===== src/rtl/pwm_pin_cond_pkg.sv =====
// Package: shared encodings for the PWM pad conditioning stage.
// Assumes two pad groups; pad i belongs to group (i % 2).
package pwm_pin_cond_pkg;

    localparam int NUM_GROUPS = 2;

    // Shutdown-state code of one pad group.
    typedef enum logic [1:0] {
        SD_HIZ_A  = 2'b00,
        SD_HIZ_B  = 2'b01,
        SD_INACT  = 2'b10,
        SD_ACTIVE = 2'b11
    } sd_mode_e;

    // Settings that apply to every pad of one group.
    typedef struct packed {
        logic     active_low;
        sd_mode_e sd_mode;
    } grp_cfg_t;

    // Condition applied to one pad in one cycle.
    typedef enum logic [1:0] {
        PAD_FOLLOW,
        PAD_FORCE_ACT,
        PAD_FORCE_INACT,
        PAD_RELEASE
    } pad_state_e;

endpackage


===== src/rtl/pwm_trig_arm.sv =====
// Module: pwm_trig_arm
// Holds the armed flag for triggered mode and derives the hold condition.
// Assumes trig_in is synchronous to clk; a one-cycle pulse is enough to arm.
module pwm_trig_arm (
    input  logic clk,
    input  logic rst_n,
    input  logic trig_in,
    input  logic trig_mode_en,
    input  logic hold_until_trig,
    output logic hold_active
);

    logic armed_q;

    // Armed flag: cleared by reset or by leaving triggered mode, set by a trigger.
    always_ff @(posedge clk) begin
        if (!rst_n) begin
            armed_q <= 1'b0;
        end else if (!trig_mode_en) begin
            armed_q <= 1'b0;
        end else if (trig_in) begin
            armed_q <= 1'b1;
        end
    end

    // Pads are held while the hold is requested in triggered mode and not yet armed.
    always_comb begin
        hold_active = hold_until_trig & trig_mode_en & ~armed_q;
    end

endmodule


===== src/rtl/pwm_pad_slice.sv =====
// Module: pwm_pad_slice
// Conditions one pad: decides the pad state and derives drive value and enable.
// Assumes the group settings are stable while used; purely combinational.
module pwm_pad_slice
    import pwm_pin_cond_pkg::*;
(
    input  logic     wave,
    input  logic     en,
    input  logic     shutdown,
    input  logic     hold,
    input  grp_cfg_t cfg,
    output logic     drive,
    output logic     oe
);

    pad_state_e state;

    // Pad state selection: enable, then shutdown, then hold, then waveform.
    always_comb begin
        if (!en) begin
            state = PAD_RELEASE;
        end else if (shutdown) begin
            unique case (cfg.sd_mode)
                SD_ACTIVE: state = PAD_FORCE_ACT;
                SD_INACT:  state = PAD_FORCE_INACT;
                default:   state = PAD_RELEASE;
            endcase
        end else if (hold) begin
            state = PAD_RELEASE;
        end else begin
            state = PAD_FOLLOW;
        end
    end

    // Pad drive and enable derived from the selected state and polarity.
    always_comb begin
        unique case (state)
            PAD_FOLLOW:      begin drive = wave ^ cfg.active_low; oe = 1'b1; end
            PAD_FORCE_ACT:   begin drive = ~cfg.active_low;       oe = 1'b1; end
            PAD_FORCE_INACT: begin drive = cfg.active_low;        oe = 1'b1; end
            default:         begin drive = 1'b0;                  oe = 1'b0; end
        endcase
    end

endmodule


===== src/rtl/pwm_pin_cond.sv =====
// Module: pwm_pin_cond (top)
// Output pad conditioning for a PWM engine: polarity, shutdown state,
// trigger hold and per-pad enable for NUM_PINS pads in two groups.
// Assumes all inputs are synchronous to clk; shutdown acts combinationally.
module pwm_pin_cond
    import pwm_pin_cond_pkg::*;
#(
    parameter int NUM_PINS = 6
) (
    input  logic                clk,
    input  logic                rst_n,
    input  logic [NUM_PINS-1:0] wave_in,
    input  logic [NUM_PINS-1:0] pin_en,
    input  logic                shutdown_in,
    input  logic                trig_in,
    input  logic                trig_mode_en,
    input  logic                hold_until_trig,
    input  logic                pol_ace,
    input  logic                pol_bdf,
    input  logic [1:0]          sd_mode_ace,
    input  logic [1:0]          sd_mode_bdf,
    output logic [NUM_PINS-1:0] pad_out,
    output logic [NUM_PINS-1:0] pad_oe
);

    grp_cfg_t grp_cfg [NUM_GROUPS];
    logic     hold_active;

    // Gather per-group settings into one table indexed by group.
    always_comb begin
        grp_cfg[0].active_low = pol_ace;
        grp_cfg[0].sd_mode    = sd_mode_e'(sd_mode_ace);
        grp_cfg[1].active_low = pol_bdf;
        grp_cfg[1].sd_mode    = sd_mode_e'(sd_mode_bdf);
    end

    pwm_trig_arm u_arm (
        .clk             (clk),
        .rst_n           (rst_n),
        .trig_in         (trig_in),
        .trig_mode_en    (trig_mode_en),
        .hold_until_trig (hold_until_trig),
        .hold_active     (hold_active)
    );

    for (genvar i = 0; i < NUM_PINS; i++) begin : g_pad
        localparam int GRP = i % NUM_GROUPS;
        pwm_pad_slice u_slice (
            .wave     (wave_in[i]),
            .en       (pin_en[i]),
            .shutdown (shutdown_in),
            .hold     (hold_active),
            .cfg      (grp_cfg[GRP]),
            .drive    (pad_out[i]),
            .oe       (pad_oe[i])
        );
    end

endmodule


===== config.mk =====
export PLATFORM = sky130hd
export DESIGN_NAME = pwm_pin_cond
export DESIGN_NICKNAME = d
export VERILOG_FILES = /design/src/rtl/pwm_pin_cond_pkg.sv /design/src/rtl/pwm_trig_arm.sv /design/src/rtl/pwm_pad_slice.sv /design/src/rtl/pwm_pin_cond.sv
export SDC_FILE = /design/constraint.sdc
export NUM_CORES = 1
export LEC_CHECK = 0
export ABC_AREA = 1
export BUFFER_PORTS_ARGS = -buffer_cell sky130_fd_sc_hd__buf_2
export CORE_AREA = 4 4 41 43
export DETAILED_ROUTE_END_ITERATION = 8
export DIE_AREA = 0 0 45 47
export PLACE_DENSITY = 0.75
export SLEW_MARGIN = 10
export SYNTH_ARGS = -nofsm -noshare
export SYNTH_HDL_FRONTEND = slang
export SYNTH_HIERARCHICAL = 1
export SYNTH_SLANG_ARGS = --single-unit

===== constraint.sdc =====
create_clock -name clk -period 3.1 [get_ports clk]
set_clock_uncertainty 0.15 [all_clocks]
set_input_delay 0.31 -clock clk [delete_from_list [all_inputs] [get_ports clk]]
set_output_delay 0.31 -clock clk [all_outputs]
set_load 0.02 [all_outputs]

After elaboration in Yosys (flattened, before gate mapping)
Index checks and enable logic that the tools add are counted.

cells by class
  equal/unequal tests = 16
  muxes and demuxes = 23
  bitwise gates (word level) = 11
  reduce and logical (&&, ||, !) cells = 13

operators by type and width
  kind                  count
  $eq A2 B2 Y1 const B  10
  $mux W2               9
  $pmux W1 S3           6
  $reduce_or A3 Y1      6
  $eq A2 B1 Y1 const B  6
  $logic_not A2 Y1      6
  $pmux W2 S2           2
  $mux W1               6
  $xor A1 B1 Y1         6
  $not A1 Y1            3
  $and A1 B1 Y1         2
  $reduce_and A2 Y1     1

storage, ports and cells
  flip-flop bits (word level) = 1
  input bits = 24
  output and inout bits = 12

Depth between registers and ports, before layout
Gate-level depths: netlist of run 1.

  depth in word-level cells = 8
  gate-level depth with buffers = 7
  mapped depth without buffers = 7

Modules after synthesis
Netlist of run 1, hierarchy kept.

modules (own cells, without submodules)
  module         instances  cells each  area an instance (um2)
  pwm_pad_slice  6          17          77.6
  pwm_trig_arm   1          6           38.8

Least setup slack after synthesis of run 1
No wires, ideal clock.

  path type = input-to-output
  start point = in hold_until_trig
  end point = out pad_out[0]
  arrival = 1190 ps
  data required time = 2640 ps
  setup slack = 1450 ps
  stages on the path = 6
  buffers on the path = 0
  cell sequence = nand2_1 nor2_1 a21oi_2 nand4_1 nand2_1 inv_1

between the ends
  word-level cells in the longest chain between the ends = 7

ends and longest elaborated chain
  element                               RTL line             source
  start, declared                       pwm_pin_cond.sv:17   input logic hold_until_trig,
  $and A1 B1 Y1 * (2 in a row)          pwm_trig_arm.sv:28   hold_active = hold_until_trig & trig_mode_en & ~armed_q;
  via hold_active                       pwm_pin_cond.sv:27   logic hold_active;
  $mux W2 *                             pwm_pad_slice.sv:28  end else if (hold) begin
  $mux W2 *                             pwm_pad_slice.sv:22  end else if (shutdown) begin
  $mux W2 *                             pwm_pad_slice.sv:20  if (!en) begin
  $eq A2 B2 Y1 (tied with other cells)  pwm_pad_slice.sv:37  unique case (state)
  $pmux W1 S3 *                         pwm_pad_slice.sv:37
  end, declared                         pwm_pin_cond.sv:22   output logic [NUM_PINS-1:0] pad_out,

The timed path passes the listed nets; every way through them passes the cells marked *.

Worst setup path after layout of run 1
  start point = in trig_mode_en
  end point = out pad_out[1]

between the ends
  word-level cells in the longest chain between the ends = 7

ends and longest elaborated chain
  element                               RTL line             source
  start, declared                       pwm_pin_cond.sv:16   input logic trig_mode_en,
  $and A1 B1 Y1 * (2 in a row)          pwm_trig_arm.sv:28
  via hold_active                       pwm_pin_cond.sv:27
  $mux W2 *                             pwm_pad_slice.sv:28
  $mux W2 *                             pwm_pad_slice.sv:22
  $mux W2 *                             pwm_pad_slice.sv:20
  $eq A2 B2 Y1 (tied with other cells)  pwm_pad_slice.sv:37
  $pmux W1 S3 *                         pwm_pad_slice.sv:37

Marks and branches as above.

==> results of run 1 <==
==> cell usage after synthesis <==
| cell type | number | area share |
|---|---|---|
| nand2_1 | 44 | 0.33 |
| inv_1 | 30 | 0.22 |
| nand3_1 | 12 | 0.12 |
| a21oi_2 | 6 | 0.10 |
| nand4_1 | 6 | 0.074 |
| o21a_1 | 6 | 0.089 |
| nor2_1 | 3 | 0.022 |
| dfxtp_1 | 1 | 0.040 |
==> metal layers <==
metal  vias up  wire (µm)
met3         0         85
met2        20        663
met5         -          0
met4         0          0
li1        404          -
met1       303        565
==> per-stage QoR <==
step	util	hold slack (ns)	cell area [µm²]	power [mW]
floorplan	-	0.2758	504.2	0.08375
global placement	0.5365	0.3081	698.2	0.1203
detailed placement	0.5365	0.3145	698.2	0.1232
CTS	0.5365	0.3144	698.2	0.1237
global route	0.5365	0.3508	698.2	0.1352
finish	0.5365	0.3066	698.2	0.1227
==> power groups by stage <==
stage               Clock (mW)  Sequential, mW  Combinational (mW)
detailed placement           0          0.0141               0.109
finish                       0          0.0140               0.109
floorplan                    0          0.0140              0.0698
global route                 0          0.0141               0.121
global placement             0          0.0140               0.106
CTS                          0          0.0141               0.110
==> tightest hold or removal path, cell delays in order (launching register included) <==
cell and delay [ns]:
dfxtp_1 0.30, nor2_1 0.05, nor2_1 0.07
==> cells by family (layout without fill, tap and decap cells) <==
kind of cell	Yosys count	count (layout)	synth area share
AOI/OAI and AO/OA	12	12	0.1935
buffers and inverters	30	65	0.2233
DFF	1	1	0.03970
and+or+nand+nor	65	65	0.5434
==> cell type report <==
cell class / count / area, µm² / share of cell area
timing repair buffer: 35 / 175.2 / 0.2509
inverter: 30 / 112.6 / 0.1613
sequential: 1 / 20.02 / 0.02867
tap: 15 / 18.77 / 0.02688
multi-input combinational: 77 / 371.6 / 0.5323
==> worst paths after layout <==
path | startpoint | end | slack (ns) | depth (start not counted)
max | trig_mode_en | pad_out[1] | 1.14 | 9
min | u_arm/armed_q | u_arm/armed_q | 0.31 | 2
max reg2reg | u_arm/armed_q | u_arm/armed_q | 2.42 | 2
min reg2reg | u_arm/armed_q | u_arm/armed_q | 0.31 | 2
==> flow_summary.ini, run 1 <==
[global_route]
grt_pass1_wl_um = 1904
grtUsageTotal = 0.1111
grt_start_max_net_pins = 19
gr-usage-met2 = 0.1949
grt_overflow = 0
first_global_vias = 500
grtUsageMet3 = 0
grt_util_met1 = 0.1625
busiest_layer = met2
antenna_found_initial = 0

[die]
rows = 13
fp.dieArea_mm2 = 0.002115
die_x_um = 45
start_util = 0.3875
die_y_um = 47
io_pins = 36
coreArea_mm2 = 0.001301

[worst_setup_path]
cp-start-kind = primary input
crit_arrival_ns = 1.50
max_stage_delay_ns = 0.49
path_common_cell = nand2_1
path_delay_family = simple AND/OR/NAND/NOR gates
cp_num_buf_inv = 3
worstSetupEndpointType = output port
critical_path_class = primary input to output port
timing.critical_path.fanout_max = 6
slowest_stage = nor2_1
required_ns = 2.64
path_cells = buf_2 -> nand2_1 -> nor2_1 -> a21oi_2 -> nand3_1 -> nand2_1 -> nand2_1 -> inv_1 -> buf_2

[pwr]
swShare = 0.5549
p_int_mw = 0.05463
p_comb_frac = 0.886
p_leak_nw = 0.5081
pwr-share-clk = 0
ir_drop_mv = 0.08984
power_density_mw_per_mm2 = 175.8
p_seq_frac = 0.114
power.switching_mw = 0.06811

[cells_and_area]
final_common_cell = nand2_1
diodes = 0
syn2layout_area_growth_pct = 38.46
fin_cells = 158
largest_register_ffs = 1
final_layout_size_suffix_gt1_frac = 0.2867
regMostFlops = u_arm/armed_q
nNetsFinal = 169
mostFrequentLayoutCells = nand2_1 (44), buf_2 (35), inv_1 (30)
nFillCells = 150
top_regs = u_arm/armed_q: 1 flops

[synthesis]
synth_seq_cells = 1
synthCells = 108
yosysWarnings = 6
synth_cell_types = 8
synthesis.area_um2 = 504.2
yosysSeqAreaShare = 0.03970
syn_area_per_cell_um2 = 4.669
synth.net_count = 132

[route]
drcViolationCount = 0
drtIter0Drc = 19
via_count = 727
drtAntennaViolNets = 0
drt-wirelength-per-cell_um = 8.310
avgViaCountPerCell = 4.601
drt_first_pass_iters = 4
wl_um = 1313

[clock_tree]
cts_resized = 0
cts_hold_buffers = 0
clkSlewWorstSetupHoldPaths_ns = 0
cts_setup_buffers = 0
clock_latency_ns = 0

[sta]
post-route-period-util = 0.6309
fmax_ghz = 0.5113
worstMarginPinSlew_ns = 0.6364
period_needed_ns = 1.956
maxSlewHeadroom = 0.5742
finalHoldViolations = 0
rsz0062_at_grt = no
setup_viol = 0
worst_slack_ns = 1.144
slew_viol_final = 0
finalSetupTns_ns = 0

[place]
place_hpwl_um = 1157
portBuffers = 35
dp_cells = 158
pre_cts_slack_ns = 1.127
place.gp.congestion = 0.6837

[min_path]
hp-class = flop to flop

[status]
status = complete, no violations

[job]
drv_cap = 0
Power figures use the tool's default switching activity.
==> run 2, diff against run 1 <==
==> constraint.sdc (replaced) <==
create_clock -name clk -period 1.9 [get_ports clk]
set_clock_uncertainty 0.15 [all_clocks]
set_input_delay 0.19 -clock clk [delete_from_list [all_inputs] [get_ports clk]]
set_output_delay 0.19 -clock clk [all_outputs]
set_load 0.02 [all_outputs]
==> flow_summary.ini, run 2 (synthesis results as in run 1) <==
[cells_and_area]
nFillCells = 155
diodes = 0
regMostFlops = u_arm/armed_q
final_common_cell = nand2_1
syn2layout_area_growth_pct = 38.46
top_regs = u_arm/armed_q: 1 flops
nNetsFinal = 169
mostFrequentLayoutCells = nand2_1 (44), buf_2 (35), inv_1 (30)
largest_register_ffs = 1
final_layout_size_suffix_gt1_frac = 0.2867

[sta]
rsz0062_at_grt = no
period_needed_ns = 1.722
fmax_ghz = 0.5808
maxSlewHeadroom = 0.5604
slew_viol_final = 0
setup_viol = 0
worstMarginPinSlew_ns = 0.6569
finalHoldViolations = 0
post-route-period-util = 0.9062
finalSetupTns_ns = 0

[job]
drv_cap = 0

[global_route]
grtUsageTotal = 0.1261
grt_start_max_net_pins = 19
antenna_found_initial = 0
first_global_vias = 598
grt_pass1_wl_um = 2166
grt_overflow = 0

[pwr]
ir_drop_mv = 0.1526
p_leak_nw = 0.5081
total_power_mw = 0.2004
power_density_mw_per_mm2 = 287.1

[min_path]
holdPathStages = 3
hp-class = primary input to flop

[route]
avgViaCountPerCell = 4.633
via_count = 732
drtIter0Drc = 7
drt-wirelength-per-cell_um = 8.348
drt_first_pass_iters = 4
drtAntennaViolNets = 0
drcViolationCount = 0
wl_um = 1319

[status]
status = complete, no violations

[worst_setup_path]
r2r_end = u_arm/armed_q
r2r-start = u_arm/armed_q
required_ns = 1.56
crit_arrival_ns = 1.38
critical_path_class = primary input to output port
rrSetupSlack_ns = 1.20
worstSetupEndpointType = output port
path_depth = 9
cp-start-kind = primary input
worstSetupStartpoint = trig_mode_en
path_delay_family = simple AND/OR/NAND/NOR gates
path_cells = buf_2 -> nand2_1 -> nor2_1 -> a21oi_2 -> nand3_1 -> nand2_1 -> nand2_1 -> inv_1 -> buf_2
path_common_cell = nand2_1
timing.critical_path.fanout_max = 6
cp_num_buf_inv = 3
max_stage_delay_ns = 0.50
crit_end = pad_out[5]
worstRegToRegCells = 2
slowest_stage = nor2_1

[die]
coreArea_mm2 = 0.001301
die_x_um = 45
start_util = 0.3875
rows = 13
io_pins = 36
fp.dieArea_mm2 = 0.002115
die_y_um = 47

[clock_tree]
clock_latency_ns = 0
cts_resized = 0
cts_setup_buffers = 0
clkSlewWorstSetupHoldPaths_ns = 0
cts_hold_buffers = 0

[place]
portBuffers = 35
place.gp.congestion = 0.6689
place_hpwl_um = 1175
## run 2: cell counts in the layout (fill, tap and decap cells not counted)
No cell type changed its count.
## run 2: how the worst min path moves through the flow
stage          startpoint             to
6_report          trig_in  u_arm/armed_q
5_1_grt           trig_in  u_arm/armed_q
4_1_cts           trig_in  u_arm/armed_q
3_5_place_dp      trig_in  u_arm/armed_q
3_3_place_gp      trig_in  u_arm/armed_q
2_1_floorplan     trig_in  u_arm/armed_q
## run 2: report_power, final
group / leakage (nW) / total [mW] / internal (mW) / switching, mW
Clock: 0 / 0 / 0 / 0
Sequential: 0.00823 / 0.0229 / 0.0225 / 0.000446
Combinational: 0.500 / 0.178 / 0.0667 / 0.111
## run 2: metrics by stage
| stage | util | cells | worst slack (ns) | hold slack, ns | instance area, µm² |
|---|---|---|---|---|---|
| after floorplan | - | 108 | 0.4093 | 0.1558 | 504.2 |
| after global placement | 0.5365 | 158 | 0.2301 | 0.2491 | 698.2 |
| after detailed placement | 0.5365 | 158 | 0.1447 | 0.2524 | 698.2 |
| after CTS | 0.5365 | 158 | 0.1572 | 0.2540 | 698.2 |
| after global routing | 0.5365 | 158 | 0.02758 | 0.2943 | 698.2 |
| final | 0.5365 | 158 | 0.1781 | 0.2530 | 698.2 |
## run 2: layout make-up
| class | instances | area [µm²] | area share |
|---|---|---|---|
| multi-input combinational | 77 | 371.6 | 0.5323 |
| timing repair buffer | 35 | 175.2 | 0.2509 |
| tap | 15 | 18.77 | 0.02688 |
| sequential | 1 | 20.02 | 0.02867 |
| inverter | 30 | 112.6 | 0.1613 |
## run 2: worst register-to-register path: stages (launching register included)
cell and delay [ns]:
dfxtp_1 0.29, nor2_1 0.11, nor2_1 0.04
## run 2: routing by layer
| layer | track usage | vias up | wire length [µm] |
|---|---|---|---|
| met1 | 0.1535 | 309 | 508 |
| met3 | 0.003831 | 0 | 86 |
| li1 | - | 405 | - |
| met4 | 0 | 0 | 0 |
| met5 | 0 | - | 0 |
| met2 | 0.2571 | 18 | 724 |
